File: config.mk
export PLATFORM = sky130hd
export DESIGN_NAME = xbus_strobe_gen
export DESIGN_NICKNAME = d
export VERILOG_FILES = /design/src/rtl/xbs_pkg.sv /design/src/rtl/xbs_phase_decode.sv /design/src/rtl/xbs_flag_latch.sv /design/src/rtl/xbs_strobe_out.sv /design/src/rtl/xbus_strobe_gen.sv
export SDC_FILE = /design/constraint.sdc
export NUM_CORES = 1
export LEC_CHECK = 0
export ABC_AREA = 1
export CORE_AREA = 2 2 39 41
export DETAILED_ROUTE_END_ITERATION = 12
export DIE_AREA = 0 0 41 43
export PLACE_DENSITY_LB_ADDON = 0.1
export SYNTH_ARGS = -nofsm -noshare
export SYNTH_HDL_FRONTEND = slang
export SYNTH_HIERARCHICAL = 1
export SYNTH_SLANG_ARGS = --single-unit
File: constraint.sdc
create_clock -name clk_i -period 1.7 [get_ports clk_i]
set_clock_uncertainty 0.05 [all_clocks]
set_input_delay 0.17 -clock clk_i [delete_from_list [all_inputs] [get_ports clk_i]]
set_output_delay 0.17 -clock clk_i [all_outputs]
set_load 0.05 [all_outputs]
File: src/rtl/xbs_pkg.sv
// Shared types for the external bus strobe generator.
// Assumes: no parameters are needed here; widths of the phase count are
// derived in the modules from their own parameters.
package xbs_pkg;

    // Qualifiers that apply to one machine cycle.
    typedef struct packed {
        logic ext_data;   // cycle moves data to/from external data memory
        logic code_rd;    // cycle reads a code table from external program memory
        logic ext_exec;   // core is executing from external program memory
        logic ale_off;    // software silence bit for the latch strobe
    } cyc_flags_t;

    // Phase windows decoded from the machine-cycle phase.
    typedef struct packed {
        logic ale_win;    // phase lies in either latch strobe slot
        logic ale_first;  // phase lies in the first latch strobe slot
        logic psen_win;   // phase lies in either fetch strobe slot
    } win_t;

endpackage

File: src/rtl/xbs_phase_decode.sv
// Phase window decoder.
// Decodes the machine-cycle phase into the latch-strobe and fetch-strobe
// windows, and flags the first phase of a cycle.
// Assumes: phase_i counts 0 .. PHASES-1, one step per clock; states are
// numbered from 1, and each state lasts CLKS_PER_STATE clocks.
module xbs_phase_decode
    import xbs_pkg::*;
#(
    parameter int CLKS_PER_STATE = 2,
    parameter int NUM_STATES     = 6,
    parameter int ALE_STATE_A    = 1,
    parameter int ALE_STATE_B    = 4,
    parameter int PSEN_STATE_A   = 2,
    parameter int PSEN_STATE_B   = 5,
    parameter int PSEN_STATES    = 2,
    parameter int PW             = 4
) (
    input  logic          clk_i,
    input  logic          rst_ni,
    input  logic [PW-1:0] phase_i,
    output win_t          win_o,
    output logic          cyc_start_o
);

    localparam int PHASES   = CLKS_PER_STATE * NUM_STATES;
    localparam int ALE_LEN  = CLKS_PER_STATE;
    localparam int PSEN_LEN = CLKS_PER_STATE * PSEN_STATES;

    int         ph;
    logic [1:0] ale_hit;
    logic [1:0] psen_hit;

    assign ph = int'(phase_i);

    // One window comparator per strobe slot; the two slots differ only in start state.
    for (genvar g = 0; g < 2; g++) begin : g_slot
        localparam int A_START = (((g == 0) ? ALE_STATE_A  : ALE_STATE_B)  - 1) * CLKS_PER_STATE;
        localparam int P_START = (((g == 0) ? PSEN_STATE_A : PSEN_STATE_B) - 1) * CLKS_PER_STATE;
        assign ale_hit[g]  = (ph >= A_START) && (ph < A_START + ALE_LEN);
        assign psen_hit[g] = (ph >= P_START) && (ph < P_START + PSEN_LEN);
    end

    // Combine the slot hits into the window record.
    always_comb begin
        win_o.ale_win   = |ale_hit;
        win_o.ale_first = ale_hit[0];
        win_o.psen_win  = |psen_hit;
        cyc_start_o     = (ph == 0);
    end

    // the phase supplied by the core must stay inside one machine cycle.
    p_phase_legal_r2: assert property (@(posedge clk_i) disable iff (!rst_ni)
        ph < PHASES);

    // the latch slots and the fetch slots never overlap.
    p_slots_disjoint_r10: assert property (@(posedge clk_i) disable iff (!rst_ni)
        !(win_o.ale_win && win_o.psen_win));

endmodule

File: src/rtl/xbs_flag_latch.sv
// Per-cycle qualifier capture.
// Takes the qualifier inputs when the cycle starts and holds them for the
// remaining phases, so that one machine cycle sees one consistent set.
// Assumes: cyc_start_i is high for exactly the first phase of each cycle.
module xbs_flag_latch
    import xbs_pkg::*;
(
    input  logic       clk_i,
    input  logic       rst_ni,
    input  logic       cyc_start_i,
    input  cyc_flags_t flags_i,
    output cyc_flags_t cur_o
);

    cyc_flags_t held_q;

    // Live inputs at the cycle start, held copy for all later phases.
    always_comb begin
        cur_o = cyc_start_i ? flags_i : held_q;
    end

    // Hold register: refreshed from the effective set each clock.
    always_ff @(posedge clk_i) begin
        if (!rst_ni) begin
            held_q <= '0;
        end else begin
            held_q <= cur_o;
        end
    end

    // the qualifiers seen at a cycle start are the ones held afterwards.
    p_capture_at_start_r9: assert property (@(posedge clk_i) disable iff (!rst_ni)
        cyc_start_i |=> (held_q == $past(flags_i)));

    // no change to the held set except at a cycle start.
    p_hold_midcycle_r9: assert property (@(posedge clk_i) disable iff (!rst_ni)
        !cyc_start_i |=> $stable(held_q));

endmodule

File: src/rtl/xbs_strobe_out.sv
// Strobe output stage.
// Combines the phase windows with the qualifiers of the current cycle and
// registers both strobes, so neither output can glitch.
// Assumes: win_i and cyc_i refer to the same phase.
module xbs_strobe_out
    import xbs_pkg::*;
(
    input  logic       clk_i,
    input  logic       rst_ni,
    input  win_t       win_i,
    input  cyc_flags_t cyc_i,
    output logic       ale_o,
    output logic       psen_no
);

    logic silenced;
    logic psen_on;
    logic ale_d;
    logic psen_n_d;

    // Next-state strobe values for the current phase.
    always_comb begin
        // The silence bit counts only for internal execution in a cycle with no external move.
        silenced = cyc_i.ale_off && !cyc_i.ext_exec && !cyc_i.ext_data && !cyc_i.code_rd;
        // Fetch strobe runs for external execution or a table read, never in a data cycle.
        psen_on  = (cyc_i.ext_exec || cyc_i.code_rd) && !cyc_i.ext_data;
        if (silenced) begin
            ale_d = 1'b1;
        end else begin
            ale_d = win_i.ale_win && !(cyc_i.ext_data && win_i.ale_first);
        end
        psen_n_d = !(psen_on && win_i.psen_win);
    end

    // Output registers with synchronous reset to the idle levels.
    always_ff @(posedge clk_i) begin
        if (!rst_ni) begin
            ale_o   <= 1'b0;
            psen_no <= 1'b1;
        end else begin
            ale_o   <= ale_d;
            psen_no <= psen_n_d;
        end
    end

    // the reset levels appear after the edge at which reset is seen.
    p_reset_levels_r1: assert property (@(posedge clk_i)
        !rst_ni |=> (!ale_o && psen_no));

    // a latch pulse that starts lasts at least a second clock.
    p_ale_min_width_r2: assert property (@(posedge clk_i) disable iff (!rst_ni)
        $rose(ale_o) |=> ale_o);

    // a fetch pulse that starts lasts at least a second clock.
    p_psen_min_width_r4: assert property (@(posedge clk_i) disable iff (!rst_ni)
        $fell(psen_no) |=> !psen_no);

    // the first latch slot of a data cycle produces no pulse.
    p_data_drops_first_r3: assert property (@(posedge clk_i) disable iff (!rst_ni)
        (cyc_i.ext_data && win_i.ale_first) |=> !ale_o);

    // internal execution without a table read leaves the fetch strobe idle.
    p_psen_idle_internal_r5: assert property (@(posedge clk_i) disable iff (!rst_ni)
        (!cyc_i.ext_exec && !cyc_i.code_rd) |=> psen_no);

    // the two strobes are never active together.
    p_no_overlap_r10: assert property (@(posedge clk_i) disable iff (!rst_ni)
        !(ale_o && !psen_no));

endmodule

File: src/rtl/xbus_strobe_gen.sv
// External bus strobe generator, top level.
// Produces the address latch strobe and the program fetch read strobe from
// the oscillator clock, the machine-cycle phase and the per-cycle qualifiers.
// Assumes: phase_i is driven by the core's cycle counter, 0 at the first
// clock of each machine cycle; outputs lag the phase by one clock.
module xbus_strobe_gen
    import xbs_pkg::*;
#(
    parameter int CLKS_PER_STATE = 2,
    parameter int NUM_STATES     = 6,
    parameter int ALE_STATE_A    = 1,
    parameter int ALE_STATE_B    = 4,
    parameter int PSEN_STATE_A   = 2,
    parameter int PSEN_STATE_B   = 5,
    parameter int PSEN_STATES    = 2,
    localparam int PHASES        = CLKS_PER_STATE * NUM_STATES,
    localparam int PW            = $clog2(PHASES)
) (
    input  logic          clk_i,
    input  logic          rst_ni,
    input  logic [PW-1:0] phase_i,
    input  logic          xdata_cyc_i,
    input  logic          code_rd_cyc_i,
    input  logic          ext_exec_i,
    input  logic          ale_off_i,
    output logic          ale_o,
    output logic          psen_no
);

    win_t       win;
    logic       cyc_start;
    cyc_flags_t flags_in;
    cyc_flags_t cyc_cur;

    // Gather the raw qualifiers into one record.
    always_comb begin
        flags_in.ext_data = xdata_cyc_i;
        flags_in.code_rd  = code_rd_cyc_i;
        flags_in.ext_exec = ext_exec_i;
        flags_in.ale_off  = ale_off_i;
    end

    xbs_phase_decode #(
        .CLKS_PER_STATE (CLKS_PER_STATE),
        .NUM_STATES     (NUM_STATES),
        .ALE_STATE_A    (ALE_STATE_A),
        .ALE_STATE_B    (ALE_STATE_B),
        .PSEN_STATE_A   (PSEN_STATE_A),
        .PSEN_STATE_B   (PSEN_STATE_B),
        .PSEN_STATES    (PSEN_STATES),
        .PW             (PW)
    ) u_decode (
        .clk_i       (clk_i),
        .rst_ni      (rst_ni),
        .phase_i     (phase_i),
        .win_o       (win),
        .cyc_start_o (cyc_start)
    );

    xbs_flag_latch u_latch (
        .clk_i       (clk_i),
        .rst_ni      (rst_ni),
        .cyc_start_i (cyc_start),
        .flags_i     (flags_in),
        .cur_o       (cyc_cur)
    );

    xbs_strobe_out u_out (
        .clk_i   (clk_i),
        .rst_ni  (rst_ni),
        .win_i   (win),
        .cyc_i   (cyc_cur),
        .ale_o   (ale_o),
        .psen_no (psen_no)
    );

    // during external execution a latch pulse still ends after two clocks.
    p_ext_exec_pulses_r8: assert property (@(posedge clk_i) disable iff (!rst_ni)
        (cyc_cur.ext_exec && $rose(ale_o)) |=> ##1 !ale_o);

endmodule

==> impl_metrics.py, run 1 <==
metrics = {
    "pwr": {
        "power.switching_uw": 90.2,
        "comb_power_share": 0.213,
        "clkPwrFrac": 0.370,
        "leakage_uw": 0.000293,
        "p_seq_frac": 0.417,
        "ir_drop_uv": 166,
        "switching_share": 0.253,
        "p_int_uw": 266,
        "powerDensity_mw_per_mm2": 698,
    },
    "synthesis": {
        "ys_ff_latch": 6,
        "synth.distinct_cells": 10,
        "synth_ff_type": "dfxtp_1",
        "synthTopCellsByArea": "dfxtp_1, nand2_1, inv_1",
        "netlist.area_leader.share": 0.366,
        "synth_top_cell_by_area": "dfxtp_1",
        "seq_area_frac_synth": 0.366,
        "ys_warn_count": 6,
        "syn_nets": 67,
        "synthArstFlopShare": 0,
        "netlist_instances": 57,
        "synth-edff-count": 0,
        "synth_common_cells": "nand2_1, inv_1, nor2_1, dfxtp_1",
        "netlist_area_sq_um": 328,
        "yosysMostFrequentCell": "nand2_1",
        "syn_area_per_cell_sq_um": 5.75,
    },
    "sta": {
        "tightest_slew_ns": 0.490,
        "rsz0062_at_grt": "false",
        "setup_tns_ns": 0,
        "hold_violations": 0,
        "fmax_mhz": 645,
        "post-route-period-util": 0.912,
        "setup_violations": 0,
        "relSlewSlack": 0.673,
        "final_max_slew_viol_count": 0,
        "period_needed_ns": 1.55,
        "hold_slack_ns": 0.444,
    },
    "global_route": {
        "grt_pass1_vias": 321,
        "antenna_found_initial": 0,
        "grt_pass1_wl_mm": 1.12,
        "groute.usage.overall": 0.0984,
        "overflow": 0,
        "grt_max_degree": 6,
    },
    "worst_setup_path": {
        "crit_fanout": 1,
        "cpMaxStageDelayCell": "clkdlybuf4s50_1",
        "cp_num_buf_inv": 1,
        "crit_family": "buffers and inverters",
        "crit_path_start_kind": "flip-flop",
        "worstPathRequired_ns": 1.48,
        "path_cells": "clkdlybuf4s50_1",
        "end_kind": "primary output",
        "cp.arrival_ns": 1.33,
        "path_class": "reg -> out",
        "max_stage_delay_ns": 0.79,
    },
    "die": {
        "io_pins": 12,
        "dieArea_sq_mm": 0.00176,
        "die_w_um": 41,
        "start_util": 0.237,
        "die_h_um": 43,
        "row_count": 14,
        "core_region_area_sq_mm": 0.00138,
    },
    "routing": {
        "first_iter_violations": 0,
        "dr.pass1.iters": 1,
        "routed_wl_um": 624,
        "ant_nets": 0,
        "wl_per_cell_um": 6.86,
        "route.vias.total": 341,
        "vias_per_cell": 3.75,
        "drc": 0,
    },
    "clock_tree": {
        "cts_max_path_buffers": 2,
        "htreeDepth": 1,
        "cts_tree": "built",
        "cts-root-buf": "clkbuf_4",
        "numCtsBuffers": 3,
        "postCtsResizedCells": 0,
        "worstSkewPairLatency_ns": 0.24,
        "hold_buffers": 0,
        "clk_pin_slew_ns": 0.04,
        "postCtsSetupBuffers": 0,
        "clock_sinks": 6,
    },
    "final_layout": {
        "seqCellArea_sq_um": 120,
        "design_area_sq_um": 510,
        "fillers": 160,
        "nets": 87,
        "drive_gt1_frac": 0.147,
        "multi_input_area_sq_um": 140,
        "antenna_cells": 0,
        "syn_to_final_growth_pct": 55.7,
    },
    "placed_design": {
        "dp_hpwl_um": 519,
        "routabilityCongestion": 0.650,
        "io_buffers": 11,
        "place_area_sq_um": 488,
    },
    "min_path": {
        "hold_path.class": "in -> reg",
    },
    "outcome": {
        "outcome": "finished clean",
    },
    "run": {
        "drv_cap": 0,
    },
}
-- power by group through the flow --
stage	Combinational, uW	Clock, uW	Sequential, uW
CTS	77.2	142	148
global route	85.8	149	149
floorplan	29.5	0	160
finish	76.0	132	148
global placement	77.7	0	151
detailed placement	77.0	0	151
-- metal layers --
metal | up-vias | global-route usage | part of all wire
li1 | 197 | - | -
met5 | - | 0 | 0
met4 | 0 | 0.120 | 0.022
met1 | 134 | 0.109 | 0.46
met3 | 2 | 0.0157 | 0.043
met2 | 8 | 0.134 | 0.48
-- layout by cell type (no fill, tap or decap) --
master,instances
nand2_1,19
inv_1,17
clkdlybuf4s50_1,11
nor2_1,7
dfxtp_1,6
buf_4,4
clkbuf_4,3
nand3_1,2
nor2_2,2
a21oi_1,1
or2_0,1
inv_2,1
a21oi_2,1
-- cells by family after synthesis --
| logic type | count (synthesis) | share of synthesized area |
|---|---|---|
| buffers and inverters | 18 | 0.206 |
| AO/OA/AOI/OAI | 2 | 0.0420 |
| flip-flops | 6 | 0.366 |
| AND/OR/NAND/NOR | 31 | 0.386 |
-- worst reg2reg max path, cell delays in order, from the launching register on --
cell and delay, ns:
dfxtp_1 0.29, inv_1 0.04, nand2_1 0.04, nand2_1 0.08, inv_1 0.06, nor2_2 0.11, nand2_1 0.07, a21oi_2 0.10
-- sequential cells by signal, indices dropped and copies added (netlist names) --
| signal | count |
|---|---|
| u_latch/held_q | 4 |
| u_out/ale_o | 1 |
| u_out/psen_no | 1 |
-- layout make-up --
type                            instances  share of cell area
Multi-Input combinational cell         33               0.275
Timing Repair Buffer                   15               0.275
Sequential cell                         6               0.235
Inverter                               18               0.132
Clock buffer                            3              0.0441
Tap cell                               16              0.0392
-- through the flow --
step / util / instances / power, uW / worst slack [ns]
floorplan: - / 57 / 190 / 0.531
global placement: 0.353 / 88 / 229 / 0.0279
detailed placement: 0.353 / 88 / 228 / 0.0505
CTS: 0.369 / 91 / 368 / 0.134
global route: 0.369 / 91 / 383 / 0.103
finish: 0.369 / 91 / 356 / 0.150
-- final timing paths --
path | endpoint | depth (start not counted) | slack [ns] | startpoint
min | u_out/psen_no$_SDFF_PN1_ | 2 | 0.44 | rst_ni
max reg2reg | u_out/ale_o$_SDFF_PN0_ | 7 | 0.79 | u_latch/held_q[2]$_SDFF_PN0_
min reg2reg | u_latch/held_q[0]$_SDFF_PN0_ | 4 | 0.47 | u_latch/held_q[0]$_SDFF_PN0_
max | psen_no | 1 | 0.15 | u_out/psen_no$_SDFF_PN1_
Note: power is estimated with default switching activity, not from simulation.
==> inputs of run 2 (changes only) <==
- ABC_AREA: 1 -> unset
==> run 2 against run 1 <==
  * Global-route usage fell by 0.19 points
  * Clock power about the same
  * Largest cell class unchanged
  * Critical path depth up 6
  * Worst hold slack worse by 0.029 ns
  * Critical endpoint is now u_out/ale_o$_SDFF_PN0_
  * Via count fell by 24%
  * Synthesized cell count is 56% lower
==> impl_metrics.py, run 2 <==
metrics = {
    "placed_design": {
        "routabilityCongestion": 0.651,
        "io_buffers": 11,
        "dp_hpwl_um": 543,
        "dpl_worst_slack_ns": -0.275,
    },
    "final_layout": {
        "reg_top3": "u_latch/held_q (4), u_out/ale_o (1), u_out/psen_no (1)",
        "final_util": 0.373,
        "seqCellArea_sq_um": 120,
        "final_cell_mix": "clkdlybuf4s50_1, buf_4, dfxtp_1, mux2_4, and2_1",
        "regMostFlops": "u_latch/held_q",
        "multi_input_area_sq_um": 179,
        "final_common_cell": "clkdlybuf4s50_1",
        "nets": 58,
        "drive_gt1_frac": 0.370,
        "syn_to_final_growth_pct": 82.3,
        "largest_reg_flops": 4,
        "antenna_cells": 0,
        "fillers": 151,
    },
    "pwr": {
        "ir_drop_uv": 370,
        "power.switching_uw": 83.8,
        "leakage_uw": 0.000231,
        "p_seq_frac": 0.416,
        "total_power_uw": 351,
        "p_int_uw": 268,
        "powerDensity_mw_per_mm2": 682,
        "switching_share": 0.238,
        "comb_power_share": 0.203,
        "clkPwrFrac": 0.381,
    },
    "die": {
        "dieArea_sq_mm": 0.00176,
        "die_w_um": 41,
        "io_pins": 12,
        "start_util": 0.204,
        "core_region_area_sq_mm": 0.00138,
        "row_count": 14,
        "die_h_um": 43,
    },
    "worst_setup_path": {
        "ff2ff_path_depth": 3,
        "cp.arrival_ns": 1.65,
        "end_kind": "flip-flop",
        "path_class": "in -> reg",
        "crit_fanout": 4,
        "worstPathRequired_ns": 1.79,
        "crit_path_start_kind": "input port",
    },
    "sta": {
        "post-route-period-util": 0.920,
        "period_needed_ns": 1.56,
        "final_max_slew_viol_count": 0,
        "fmax_mhz": 639,
        "hold_violations": 0,
        "tightest_slew_ns": 0.494,
        "relSlewSlack": 0.670,
        "hold_slack_ns": 0.414,
        "setup_violations": 0,
        "rsz0062_at_grt": "false",
        "setup_slack_ns": 0.136,
    },
    "synthesis": {
        "synth_common_cells": "dfxtp_1, and2_1, mux2_2, nor2_1, o21a_1",
        "synthTopCellsByArea": "dfxtp_1, mux2_2, and2_1",
        "yosysMostFrequentCell": "dfxtp_1",
        "netlist_instances": 25,
        "synth_top_cell_by_area": "dfxtp_1",
        "synth-edff-count": 0,
        "synth_ff_type": "dfxtp_1",
        "syn_nets": 35,
        "seq_area_frac_synth": 0.425,
        "synth.distinct_cells": 13,
        "ys_ff_latch": 6,
        "ys_warn_count": 6,
        "syn_area_per_cell_sq_um": 11.3,
        "netlist.area_leader.share": 0.425,
        "synthArstFlopShare": 0,
        "netlist_area_sq_um": 283,
    },
    "routing": {
        "vias_per_cell": 4.18,
        "route.vias.total": 259,
        "first_iter_violations": 0,
        "routed_wl_um": 722,
        "drc": 0,
        "ant_nets": 0,
        "dr.pass1.iters": 1,
        "wl_per_cell_um": 11.6,
    },
    "global_route": {
        "antenna_found_initial": 0,
        "overflow": 0,
        "grt_max_degree": 7,
        "groute.usage.overall": 0.0965,
        "grt_pass1_wl_mm": 1.06,
        "grt_pass1_vias": 247,
    },
    "clock_tree": {
        "numCtsBuffers": 3,
        "worstSkewPairLatency_ns": 0.24,
        "cts_tree": "built",
        "cts_max_path_buffers": 2,
        "clock_sinks": 6,
        "clk_pin_slew_ns": 0.05,
        "cts-root-buf": "clkbuf_4",
        "hold_buffers": 0,
        "htreeDepth": 1,
    },
    "outcome": {
        "outcome": "finished clean",
    },
    "min_path": {
        "whs_path_depth": 5,
        "hold_path.class": "in -> reg",
    },
    "run": {
        "drv_cap": 0,
    },
}
-- run 2: changes by cell type in the layout (fill, tap and decap cells not counted), sizes merged, moves of 4 or more --
cell and change:
inv -17, and2 +4, nand2 -19, mux2 +4, nor2 -7
-- run 2: cell type report --
| cell class | instances | area share |
|---|---|---|
| multi-input combinational | 18 | 0.347 |
| inverter | 1 | 0.00728 |
| timing repair buffer | 18 | 0.330 |
| sequential | 6 | 0.233 |
| clock buffer | 3 | 0.0437 |
| tap | 16 | 0.0388 |
-- run 2: per-layer routing --
layer	GRT usage	wire (um)	vias up
met4	0.0400	0	0
li1	-	-	132
met1	0.0968	286	117
met3	0.0785	65	0
met5	0	0	-
met2	0.141	370	10
-- run 2: critical path, cell delays in order --
cell             delay, ns
clkdlybuf4s50_1       0.44
nor4_2                0.16
buf_4                 0.19
buf_4                 0.11
mux2_4                0.29
nor4b_4               0.13
o21a_1                0.17
-- run 2: cells by family (layout without fill, tap and decap cells) --
group | Yosys count | in the layout | synth area share
compound gates | 4 | 4 | 0.111
xor+xnor | 1 | 1 | 0.0310
buf+inv | 1 | 22 | 0.0133
flops | 6 | 6 | 0.425
mux | 4 | 4 | 0.173
simple gates | 9 | 9 | 0.248
-- run 2: worst paths after layout --
kind                                     start                      endpoint  slack [ns]
setup / recovery                    phase_i[3]        u_out/ale_o$_SDFF_PN0_        0.14
hold / removal                      phase_i[1]      u_out/psen_no$_SDFF_PN1_        0.41
setup reg to reg  u_latch/held_q[1]$_SDFF_PN0_        u_out/ale_o$_SDFF_PN0_        0.61
hold reg to reg   u_latch/held_q[0]$_SDFF_PN0_  u_latch/held_q[0]$_SDFF_PN0_        0.53
-- run 2: through the flow --
stage,instance area [sq um],TNS [ns],cells
2_1_floorplan,283,0,25
3_3_place_gp,458,-0.734,58
3_5_place_dp,458,-1.07,58
4_1_cts,480,0,61
5_1_grt,515,0,62
6_report,515,0,62
-- run 2: timing repair --
item	CTS	global route
cloned	0	0
endpoints found under the hold margin	0	0
pin swaps	1	3
endpoints found under the setup margin	1	1
gates resized for setup	0	7
buffers inserted	0	1
-- run 2: power groups by stage --
stage                     logic (uW)  registers, uW  clock network, uW
after floorplan                 17.5            157                  0
after global placement          66.0            149                  0
after detailed placement        67.7            149                  0
after CTS                       68.1            146                144
after global routing            76.9            146                152
final                           71.2            146                134
